**src/rtl/cseg_pkg.sv**
```systemverilog
package cseg_pkg;
  localparam int CSEG_TAG_W  = 16;
  localparam int CSEG_PERM_W = 2;
  localparam int LINE_SEGS   = 8;
  localparam int CSEG_SIZE_W = $clog2(LINE_SEGS + 1);

  typedef struct packed {
    logic                   valid;
    logic                   resident;
    logic                   comp;
    logic [CSEG_SIZE_W-1:0] size;
    logic [CSEG_PERM_W-1:0] perm;
    logic [CSEG_TAG_W-1:0]  tag;
  } cseg_entry_t;
endpackage

```
**src/rtl/cseg_lru_stack.sv**
```systemverilog
module cseg_lru_stack #(
  parameter int NUM_TAGS = 4,
  localparam int IDX_W = $clog2(NUM_TAGS)
) (
  input  logic                               clk,
  input  logic                               rst_n,
  input  logic                               touch_en,
  input  logic [IDX_W-1:0]                   touch_way,
  output logic [NUM_TAGS-1:0][IDX_W-1:0]     stack_o,
  output logic [NUM_TAGS-1:0][IDX_W-1:0]     stack_next_o,
  output logic [IDX_W-1:0]                   lru_way_o
);
  logic [NUM_TAGS-1:0][IDX_W-1:0] stack_q, stack_d;
  int tpos;

  // position of the touched way in the current order
  always_comb begin
    tpos = NUM_TAGS - 1;
    for (int i = 0; i < NUM_TAGS; i++)
      if (stack_q[i] == touch_way) tpos = i;
  end

  always_comb begin
    stack_d[0] = touch_en ? touch_way : stack_q[0];
    for (int i = 1; i < NUM_TAGS; i++)
      stack_d[i] = (touch_en && i <= tpos) ? stack_q[i-1] : stack_q[i];
  end

  always_ff @(posedge clk or negedge rst_n) begin
    if (!rst_n) begin
      for (int i = 0; i < NUM_TAGS; i++) stack_q[i] <= IDX_W'(i);
    end else if (touch_en) begin
      stack_q <= stack_d;
    end
  end

  assign stack_o      = stack_q;
  assign stack_next_o = stack_d;
  assign lru_way_o    = stack_q[NUM_TAGS-1];

  // every way appears exactly once in the order
  logic perm_ok;
  always_comb begin
    perm_ok = 1'b1;
    for (int w = 0; w < NUM_TAGS; w++) begin
      int cnt;
      cnt = 0;
      for (int i = 0; i < NUM_TAGS; i++)
        if (stack_q[i] == IDX_W'(w)) cnt++;
      if (cnt != 1) perm_ok = 1'b0;
    end
  end

  a_r8_order_is_permutation: assert property (@(posedge clk) disable iff (!rst_n) perm_ok);
  a_r8_touched_becomes_mru: assert property (@(posedge clk) disable iff (!rst_n)
    touch_en |=> stack_q[0] == $past(touch_way));
endmodule

```
**src/rtl/cseg_tag_match.sv**
```systemverilog
module cseg_tag_match #(
  parameter int NUM_TAGS = 4,
  parameter int TAG_W    = 16,
  localparam int IDX_W = $clog2(NUM_TAGS),
  localparam int POS_W = $clog2(NUM_TAGS + 1)
) (
  input  logic [NUM_TAGS-1:0]              valid_i,
  input  logic [NUM_TAGS-1:0][TAG_W-1:0]   tags_i,
  input  logic [NUM_TAGS-1:0][IDX_W-1:0]   stack_i,
  input  logic [TAG_W-1:0]                 look_tag_i,
  output logic                             hit_o,
  output logic [IDX_W-1:0]                 hit_way_o,
  output logic [POS_W-1:0]                 hit_pos_o,
  output logic                             free_o,
  output logic [IDX_W-1:0]                 free_way_o
);
  always_comb begin
    hit_o     = 1'b0;
    hit_way_o = '0;
    for (int i = 0; i < NUM_TAGS; i++)
      if (valid_i[i] && tags_i[i] == look_tag_i) begin
        hit_o     = 1'b1;
        hit_way_o = IDX_W'(i);
      end
  end

  always_comb begin
    hit_pos_o = '0;
    if (hit_o)
      for (int p = 0; p < NUM_TAGS; p++)
        if (stack_i[p] == hit_way_o) hit_pos_o = POS_W'(p + 1);
  end

  // lowest-numbered empty slot
  always_comb begin
    free_o     = 1'b0;
    free_way_o = '0;
    for (int i = NUM_TAGS - 1; i >= 0; i--)
      if (!valid_i[i]) begin
        free_o     = 1'b1;
        free_way_o = IDX_W'(i);
      end
  end
endmodule

```
**src/rtl/cseg_evict.sv**
```systemverilog
module cseg_evict #(
  parameter int NUM_TAGS   = 4,
  parameter int SEG_BUDGET = 16,
  parameter int SIZE_W     = 4,
  localparam int IDX_W = $clog2(NUM_TAGS)
) (
  input  logic [NUM_TAGS-1:0]              res_i,
  input  logic [NUM_TAGS-1:0][SIZE_W-1:0]  size_i,
  input  logic [NUM_TAGS-1:0][IDX_W-1:0]   stack_i,
  output logic [NUM_TAGS-1:0]              res_o
);
  int total;

  // walk from the least recent end, shedding data until the pool fits
  always_comb begin
    total = 0;
    for (int i = 0; i < NUM_TAGS; i++)
      if (res_i[i]) total = total + int'(size_i[i]);
    res_o = res_i;
    for (int p = NUM_TAGS - 1; p >= 0; p--) begin
      if (res_o[stack_i[p]] && total > SEG_BUDGET) begin
        res_o[stack_i[p]] = 1'b0;
        total = total - int'(size_i[stack_i[p]]);
      end
    end
  end
endmodule

```
**src/rtl/cseg_set_mgr.sv**
```systemverilog
module cseg_set_mgr
  import cseg_pkg::*;
#(
  parameter int NUM_TAGS   = 4,
  parameter int SEG_BUDGET = 16,
  localparam int IDX_W = $clog2(NUM_TAGS),
  localparam int POS_W = $clog2(NUM_TAGS + 1)
) (
  input  logic                    clk,
  input  logic                    rst_n,
  input  logic                    req_valid,
  input  logic                    req_fill,
  input  logic [CSEG_TAG_W-1:0]   req_tag,
  input  logic                    req_compressed,
  input  logic [CSEG_SIZE_W-1:0]  req_size,
  input  logic [CSEG_PERM_W-1:0]  req_perm,
  output logic                    rsp_valid,
  output logic                    rsp_tag_hit,
  output logic                    rsp_data_hit,
  output logic [POS_W-1:0]        rsp_stack_pos,
  output logic                    rsp_compressed,
  output logic [CSEG_SIZE_W-1:0]  rsp_size,
  output logic [CSEG_PERM_W-1:0]  rsp_perm
);
  cseg_entry_t [NUM_TAGS-1:0] ent_q, ent_mid, ent_d;

  logic [NUM_TAGS-1:0]                   valid_v, res_mid, res_post;
  logic [NUM_TAGS-1:0][CSEG_TAG_W-1:0]   tag_v;
  logic [NUM_TAGS-1:0][CSEG_SIZE_W-1:0]  size_mid;
  logic [NUM_TAGS-1:0][IDX_W-1:0]        stack, stack_next;
  logic [IDX_W-1:0] lru_way, hit_way, free_way, fill_way, touch_way;
  logic [POS_W-1:0] hit_pos;
  logic hit, free, touch_en, do_fill, data_hit;
  logic [CSEG_SIZE_W-1:0] fill_size;

  always_comb begin
    for (int i = 0; i < NUM_TAGS; i++) begin
      valid_v[i] = ent_q[i].valid;
      tag_v[i]   = ent_q[i].tag;
    end
  end

  cseg_tag_match #(.NUM_TAGS(NUM_TAGS), .TAG_W(CSEG_TAG_W)) match_i (
    .valid_i(valid_v), .tags_i(tag_v), .stack_i(stack), .look_tag_i(req_tag),
    .hit_o(hit), .hit_way_o(hit_way), .hit_pos_o(hit_pos),
    .free_o(free), .free_way_o(free_way)
  );

  assign do_fill   = req_valid && req_fill;
  assign data_hit  = hit && ent_q[hit_way].resident;
  assign fill_way  = hit ? hit_way : (free ? free_way : lru_way);
  assign fill_size = (!req_compressed || req_size == '0 || int'(req_size) > LINE_SEGS)
                     ? CSEG_SIZE_W'(LINE_SEGS) : req_size;
  assign touch_en  = do_fill || (req_valid && !req_fill && data_hit);
  assign touch_way = do_fill ? fill_way : hit_way;

  cseg_lru_stack #(.NUM_TAGS(NUM_TAGS)) lru_i (
    .clk(clk), .rst_n(rst_n), .touch_en(touch_en), .touch_way(touch_way),
    .stack_o(stack), .stack_next_o(stack_next), .lru_way_o(lru_way)
  );

  // next state before the budget is enforced
  always_comb begin
    ent_mid = ent_q;
    if (do_fill) begin
      ent_mid[fill_way].valid    = 1'b1;
      ent_mid[fill_way].resident = 1'b1;
      ent_mid[fill_way].comp     = req_compressed;
      ent_mid[fill_way].size     = fill_size;
      ent_mid[fill_way].perm     = req_perm;
      ent_mid[fill_way].tag      = req_tag;
    end
    for (int i = 0; i < NUM_TAGS; i++) begin
      res_mid[i]  = ent_mid[i].resident;
      size_mid[i] = ent_mid[i].size;
    end
  end

  cseg_evict #(.NUM_TAGS(NUM_TAGS), .SEG_BUDGET(SEG_BUDGET), .SIZE_W(CSEG_SIZE_W)) evict_i (
    .res_i(res_mid), .size_i(size_mid), .stack_i(stack_next), .res_o(res_post)
  );

  always_comb begin
    ent_d = ent_mid;
    if (do_fill)
      for (int i = 0; i < NUM_TAGS; i++) ent_d[i].resident = res_post[i];
  end

  always_ff @(posedge clk or negedge rst_n) begin
    if (!rst_n) begin
      ent_q <= '0;
    end else if (do_fill) begin
      ent_q <= ent_d;
    end
  end

  always_ff @(posedge clk or negedge rst_n) begin
    if (!rst_n) begin
      rsp_valid      <= 1'b0;
      rsp_tag_hit    <= 1'b0;
      rsp_data_hit   <= 1'b0;
      rsp_stack_pos  <= '0;
      rsp_compressed <= 1'b0;
      rsp_size       <= '0;
      rsp_perm       <= '0;
    end else begin
      rsp_valid <= req_valid;
      if (req_valid) begin
        rsp_tag_hit    <= hit;
        rsp_data_hit   <= data_hit;
        rsp_stack_pos  <= hit_pos;
        rsp_compressed <= hit ? ent_q[hit_way].comp : 1'b0;
        rsp_size       <= hit ? ent_q[hit_way].size : '0;
        rsp_perm       <= hit ? ent_q[hit_way].perm : '0;
      end
    end
  end

  // checks on stored state
  int res_total;
  logic res_has_tag;
  always_comb begin
    res_total   = 0;
    res_has_tag = 1'b1;
    for (int i = 0; i < NUM_TAGS; i++) begin
      if (ent_q[i].resident) res_total = res_total + int'(ent_q[i].size);
      if (ent_q[i].resident && !ent_q[i].valid) res_has_tag = 1'b0;
    end
  end

  a_r5_budget_held: assert property (@(posedge clk) disable iff (!rst_n) res_total <= SEG_BUDGET);
  a_r4_data_needs_tag: assert property (@(posedge clk) disable iff (!rst_n) res_has_tag);
  a_r6_fill_resident: assert property (@(posedge clk) disable iff (!rst_n)
    do_fill |=> ent_q[$past(fill_way)].resident && ent_q[$past(fill_way)].valid);
  a_r3_pos_when_hit: assert property (@(posedge clk) disable iff (!rst_n)
    (rsp_valid && rsp_tag_hit) |-> (rsp_stack_pos != '0 && int'(rsp_stack_pos) <= NUM_TAGS));
  a_r3_absent_fields: assert property (@(posedge clk) disable iff (!rst_n)
    (rsp_valid && !rsp_tag_hit) |-> (rsp_stack_pos == '0 && !rsp_data_hit && rsp_size == '0));
endmodule

```
**config.mk**
```make
export PLATFORM = sky130hd
export DESIGN_NAME = cseg_set_mgr
export DESIGN_NICKNAME = d
export VERILOG_FILES = /design/src/rtl/cseg_pkg.sv /design/src/rtl/cseg_lru_stack.sv /design/src/rtl/cseg_tag_match.sv /design/src/rtl/cseg_evict.sv /design/src/rtl/cseg_set_mgr.sv
export SDC_FILE = /design/constraint.sdc
export NUM_CORES = 1
export LEC_CHECK = 0
export BUFFER_PORTS_ARGS = -buffer_cell sky130_fd_sc_hd__buf_2
export CAP_MARGIN = 0
export CORE_MARGIN = 2
export CORE_UTILIZATION = 63
export DETAILED_ROUTE_END_ITERATION = 8
export PLACE_DENSITY_LB_ADDON = 0.15
export SLEW_MARGIN = 20
export SYNTH_ARGS = -nofsm -noshare
export SYNTH_HDL_FRONTEND = slang
export SYNTH_HIERARCHICAL = 1
export SYNTH_SLANG_ARGS = --single-unit
```
**constraint.sdc**
```tcl
create_clock -name clk -period 12.1 [get_ports clk]
set_input_delay 3.025 -clock clk [delete_from_list [all_inputs] [get_ports clk]]
set_output_delay 3.025 -clock clk [all_outputs]
set_load 0.01 [all_outputs]
```
# After elaboration in Yosys (flattened, before gate mapping)
# Index checks and enable logic that the tools add are counted.
word_totals:
  ff_bits: 121
  elab_cells: 195
classes:
  eq_ne: 12
  magnitude_cmp: 19
  n_reduce_logical: 26
  n_mux: 89
  bitwise_logic: 8
  n_addsub: 6
op_table:
  columns: ["cell", "n"]
  rows:
  - ["bitwise mux 100 bit", 6]
  - ["demux 25 bit (select 2 bit)", 6]
  - ["two-way mux 32 bit", 9]
  - ["> comparator 32 x 6 -> 1 bit, second input constant", 4]
  - ["two-way mux 99 bit", 1]
  - ["subtractor 32 x 5 -> 32 bit", 3]
  - ["adder 32 x 5 -> 32 bit", 2]
  - ["equality test 16 bit", 4]
  - ["less-or-equal comparator 3 x 32 -> 1 bit, first input constant", 2]
  - ["binary-select mux 25 bit (select 2 bit)", 1]
  - ["two-way mux 24 bit", 2]
  - ["two-way mux 4 bit", 10]
  - ["two-way mux 2 bit", 17]
  - ["less-or-equal comparator 2 x 32 -> 1 bit, first input constant", 1]
  - ["two-way mux 25 bit", 1]
  - ["binary-select mux 4 bit (select 2 bit)", 3]
  - ["two-way mux 23 bit", 1]
  - ["two-way mux 22 bit", 1]
  - ["logical AND 1 bit", 20]
  - ["two-way mux 1 bit", 19]
  - ["less-than comparator 2 x 3 -> 1 bit, second input constant", 6]
  - ["two-way mux 18 bit", 1]
  - ["bitwise AND 4 bit", 4]
  - ["equality test 2 bit", 8]
  - ["11 further kinds", 28]

# Logic depth before layout (Yosys ltp)
# Gate-level depths: netlist (run 1).
depth:
  depth_word: 40
  mapped_depth: 54

# Hierarchy
# The synthesis (run 1) kept the hierarchy.
modules_own_cells:
  columns: ["module", "instances", "seq_area_each_um2", "cells_per_inst", "area_each_um2"]
  rows:
  - ["cseg_set_mgr", 1, 2827.7, 311, 4914.7]
  - ["cseg_evict", 1, 0.0, 331, 2738.9]
  - ["cseg_tag_match", 1, 0.0, 148, 1104.8]
  - ["cseg_lru_stack", 1, 205.2, 57, 675.6]

# Least setup slack after synthesis (run 1)
# Ideal clock, no wire load.
synth_timing:
  path_type: "input-to-reg"
  start: "in req_tag[12]"
  end: "reg ent_q[98] in the netlist's numbering"
  path_slack_ns: -0.881
  path_stages: 50
  required_time_ns: 11.975
  t_arrival_ns: 12.856
  setup_ns: 0.125
  cell_sequence: "xor2_1 nor4_1 nand4_1 or2_0 clkbuf_2 nand2_1 buf_2 nand2_1 o21a_1 nand2_2 buf_6 buf_6 mux2_4 and2_4 ha_1 inv_1 fa_1 mux2i_1 [... 14 more ...] o21ai_0 o31a_1 o211a_4 a21oi_4 mux2_2 ha_1 fa_1 inv_1 a21oi_1 or3_1 a211o_1 o41ai_1 nor2_1 o211ai_1 a2111oi_4 o311ai_1 a31oi_1 mux2_2"
synth_rtl:
  columns: ["element", "line", "text"]
  rows:
  - ["from (decl)", "cseg_set_mgr.sv:13", "input logic [CSEG_TAG_W-1:0] req_tag,"]
  - ["to (signal assigned)", "cseg_set_mgr.sv:93", "ent_q <= ent_d;"]
  - ["to (decl)", "cseg_set_mgr.sv:25", "cseg_entry_t [NUM_TAGS-1:0] ent_q, ent_mid, ent_d;"]

==> results of run 1 <==
==> layout make-up <==
cell class / instances / area [um^2]
Multi-Input combinational cell: 640 / 6450
Sequential cell: 121 / 3030
Fill cell: 771 / 2560
Timing Repair Buffer: 210 / 1530
Clock buffer: 20 / 447
Tap cell: 184 / 230
Inverter: 47 / 176
Clock inverter: 12 / 163
==> worst max-delay path, delay by kind of cell <==
family / cells / cell delay, ns
fa+ha+maj: 7 / 2.15
simple gates: 10 / 2.01
xor+xnor: 2 / 0.40
compound gates: 14 / 2.57
buf+inv: 7 / 0.94
mux: 6 / 1.60
==> what timing repair did <==
action,4_1_cts,5_1_grt
setup endpoints to repair,4,4
buffers inserted,10,18
resized for setup,19,56
pin swaps,22,50
hold buffers,0,0
==> cell usage after synthesis (all sizes together), types with 6 or more instances <==
cell type    n
nor4         8
dfrtp      117
a31oi       11
o21ai       31
nor2        29
mux4        21
or2          8
a21boi       7
fa           6
and2         7
o41ai        7
xnor2       43
ha          25
a21oi       29
o21a         9
xor2        45
inv         47
clkbuf      13
nor2b       12
nand2       33
o211ai       7
mux2       137
nor3         9
buf         26
nand3       24
o31ai        9
nand2b      10
mux2i       15
nand4       11
==> cells by family after synthesis <==
logic type	count (synthesis)
fa+ha+maj	31
xor+xnor	89
buf+inv	86
compound gates	166
mux	173
simple gates	181
flops	121
==> metal layers <==
metal	global-route usage, %	vias up	part of all wire (%)
li1	-	3531	-
met1	45.2	4038	39
met2	55.7	409	50
met3	5.65	107	6.8
met4	11.3	2	4.3
met5	0	-	0.044
==> through the flow <==
step / setup TNS (ns) / hold slack, ns
after global placement: -1.59 / 0.483
after floorplan: -1.14 / 0.474
after global routing: -2.42 / 0.513
after CTS: -0.00956 / 0.504
after detailed placement: -2.62 / 0.492
final: -1.09 / 0.500
==> how the worst max path moves through the flow <==
stage / slack (ns) / to / from
after floorplan: -0.37 / ent_q[48] / req_tag[4]
after global placement: -0.43 / ent_q[48] / req_tag[12]
final: -0.32 / ent_q[98] / req_tag[10]
after detailed placement: -0.71 / ent_q[98] / req_tag[1]
after CTS: -0.005 / ent_q[98] / req_tag[12]
after global routing: -0.65 / ent_q[98] / req_tag[10]
==> flow_summary.ini, run 1 <==
[status]
status = finished, violations left
violations = setup timing

[clocking]
cts_sinks = 121
insertion_delay_ns = 0.42
clockBufferDepth = 2
cts_tree = built
clk_pin_slew_ns = 0.05
ctsRootBufferMaster = clkbuf_16
htreeDepth = 4
cts_made_buffers = 17

[synthesis]
synth_mux_area_share_pct = 24.3
avgSynthCellArea_um2 = 11.1
ys_types = 113
yosysTopAreaCell = dfrtp_1
yosysSeqAreaShare_pct = 32.1
synth_top_family_by_area = multiplexers
synth_area_leaders = dfrtp_1 31%, mux2_2 12%, mux2_4 5.3%, mux4_2 5.0%, xor2_1 4.0%
synth_edf_count = 0
async_flop_share_pct = 100
synth_compound_area_share_pct = 14.3
netlist_instances = 847
synth_fp_nets = 905
netlist_area_um2 = 9430
synthAdderAreaFrac_pct = 4.59
synth_top_area_share_pct = 31.0
yosys.area_share.simple_pct = 11.4
synth_seq_cells = 121
synth-xor-area-share_pct = 8.73
synthFlopType = dfrtp_1
yosysWarningCount = 6

[final_layout]
final_common_cell = buf_4
layout_common_cells = 168 x buf_4, 117 x dfrtp_1, 93 x mux2_2
antenna_cells = 0
area_growth_pct = 27.5
final_util_pct = 82.5
nNetsFinal = 1095
stdcell_count = 1234
final_area_um2 = 12000
layout-drive-gt1-share_pct = 49.3

[floorplanning]
start_util_pct = 64.7
rows = 44
core_area_um2 = 14600
die_x_um = 126
ioPinCount = 40
die_area_um2 = 16000
die_h_um = 126

[global_routing]
overflow = 0
first_global_vias = 8100
grtUsageTotal_pct = 33.6
grt_max_degree = 65
grt_pass1_wl_um = 42400
antenna_found_initial = 1

[timing]
max_slew_margin_pct = 41.2
period_share_pct = 103
maxSlewViolCount = 0
max_slew.worst_pin.slew_ns = 0.881
fin_skew_ns = 0.0116
setup-violations-final = 4
fmax_mhz = 80.5
grt_setup_unrepaired = yes
finalWorstSetupSlack_ns = -0.319
post-route-min-period_ns = 12.42
hold_viol = 0

[critical_path]
cp_max_fo = 7
cpPeakStageDelay_ns = 0.50
r2r_slack_ns = 1.97
r2r_end = ent_q[98]
cp_slowest_cell = fa_1
worst_setup_path_end_kind = flop
path_class = primary input to flop
cp-start-kind = primary input
r2r_cells = 46
worstPathArrival_ns = 12.71
cp.required_ns = 12.40

[min_path]
holdPathEnd = rsp_data_hit
hold_path.startpoint = rsp_data_hit
min_path_type = flop to flop
min_path_cells = 1

[placement]
placedCellCount = 1174
placed_area_um2 = 10800
dpl.hpwl_um = 18400
gp_congestion = 0.967
place_worst_setup_slack_ns = -0.709
portBuffers = 39

[route]
viasPerCell = 6.55
drc_errors = 0
wl_um = 29600
dr.pass1.iters = 5
initialDrtViolationCount = 657
antenna_left = 0
num_vias = 8087
wire_per_inst_um = 24.0

[run]
cap_violations = 0
Power of run 1 is left out: the tool's default activity adds up to more than one toggle a clock period on the data nets, which glitch-free logic cannot reach.
==> run 2, diff against run 1 <==
--- a/config.mk
+++ b/config.mk
@@ -7,6 +7,7 @@
 export LEC_CHECK = 0
 export BUFFER_PORTS_ARGS = -buffer_cell sky130_fd_sc_hd__buf_2
 export CAP_MARGIN = 0
+export CORE_ASPECT_RATIO = 1.2
 export CORE_MARGIN = 2
 export CORE_UTILIZATION = 63
 export DETAILED_ROUTE_END_ITERATION = 8
==> flow_summary.ini, run 2 (synthesized netlist as in run 1, its figures left out) <==
[placement]
place_worst_setup_slack_ns = -0.654
portBuffers = 39
placedCellCount = 1188
gp_congestion = 0.916
dpl.hpwl_um = 18500

[run]
cap_violations = 0

[route]
viasPerCell = 6.51
wl_um = 29200
wl_met3_um = 1210
initialDrtViolationCount = 751
antenna_left = 0
wl_met1_um = 10500
wl_met2_um = 15800
num_vias = 8070
drc_errors = 0
wire_per_inst_um = 23.5
top_layer_used = met5
dr.pass1.iters = 5

[clocking]
insertion_delay_ns = 0.42
clk_pin_slew_ns = 0.05
ctsHoldBuffers = 0
ctsRootBufferMaster = clkbuf_16
cts_tree = built
htreeDepth = 4
clockBufferDepth = 2
cts_made_buffers = 17
cts_sinks = 121

[final_layout]
nNetsFinal = 1080
stdcell_count = 1239
final_common_cell = buf_4
num-fill-cells = 837
area_growth_pct = 27.1
layout_common_cells = 156 x buf_4, 117 x dfrtp_1, 94 x mux2_2
layout-drive-gt1-share_pct = 48.7

[global_routing]
grt_pass1_wl_um = 41500
first_global_vias = 8320
antenna_found_initial = 1
grt_max_degree = 82
overflow = 0
grtUsageTotal_pct = 33.3

[timing]
post-route-min-period_ns = 12.38
finalWorstSetupSlack_ns = -0.282
fin_setup_tns_ns = -0.941
fin_skew_ns = 0.0143
max_slew_margin_pct = 42.5
fmax_mhz = 80.8
max_slew.worst_pin.slew_ns = 0.855
period_share_pct = 102
maxSlewViolCount = 0
setup-violations-final = 4
grt_setup_unrepaired = yes
hold_viol = 0

[floorplanning]
ioPinCount = 40
rows = 49
start_util_pct = 63.6
die_x_um = 116
core_area_um2 = 14800
die_area_um2 = 16000
die_h_um = 138

[critical_path]
cp_slowest_cell = a2111o_2
cp.required_ns = 12.40
worst_setup_path_end_kind = flop
path_common_cell = ha_4
worstPathArrival_ns = 12.68
path_class = primary input to flop
cpPeakStageDelay_ns = 0.45
cp_max_fo = 8
cp-start-kind = primary input

[status]
violations = setup timing
status = finished, violations left

[min_path]
min_path_type = flop to flop
-- run 2: cell count changes in the layout (fill, tap and decap cells not counted), moves of 4 or more --
cell | before | now
buf_4 | 168 | 156
buf_2 | 34 | 26
buf_6 | 7 | 12
xor2_1 | 39 | 34
xor2_2 | 6 | 10
-- run 2: worst paths after layout --
path	endpoint	cells after the start	slack, ns	start
worst max-delay path	ent_q[23]	48	-0.28	req_tag[8]
worst min-delay path	rsp_tag_hit	1	0.51	rsp_tag_hit
worst min register to register	rsp_tag_hit	1	0.51	rsp_tag_hit
min in group asynchronous	asynchronous set/reset pin	1	2.59	rst_n
worst max register to register	ent_q[23]	47	2.10	flop
max in group asynchronous	lru_i/stack_o[1]	2	8.40	rst_n
-- run 2: cell type report --
type / count / area, um^2 / area share [%]
diodes: 1 / 2.50 / 0.0209
multi-input cells: 640 / 6480 / 54.0
flip-flops and latches: 121 / 3030 / 25.3
inverters: 47 / 176 / 1.47
clock inverters: 12 / 150 / 1.25
well taps: 204 / 255 / 2.13
clock buffers: 19 / 443 / 3.69
repair buffers: 195 / 1450 / 12.1
-- run 2: metal layers --
metal  track usage (%)  vias to the layer above
li1                  -                     3485
met1              35.6                     4088
met2              62.4                      371
met3              5.30                      124
met4              15.8                        2
met5                 0                        -
-- run 2: through the flow --
| stage | hold WS, ns | instance area [um^2] | util [%] |
|---|---|---|---|
| global placement | 0.481 | 10800 | 72.7 |
| CTS | 0.507 | 11500 | 77.3 |
| global route | 0.532 | 12000 | 80.8 |
| finish | 0.509 | 12000 | 80.8 |
| detailed placement | 0.495 | 10800 | 72.7 |
| floorplan | 0.474 | 9560 | - |
-- run 2: what timing repair did --
item                                    CTS  global route
pin swaps                                11            34
buffers inserted                          5            14
endpoints found under the setup margin    4             4
gates resized for setup                  10            83
-- run 2: critical path, delay by kind of cell --
kind	cells	cell delay [ns]
AO/OA/AOI/OAI	17	3.32
AND/OR/NAND/NOR	10	2.01
adder cells (fa/ha/maj)	7	1.96
multiplexers	6	1.39
buffers and inverters	7	0.79
XOR/XNOR	1	0.15
Power of run 2 is left out for the same reason.
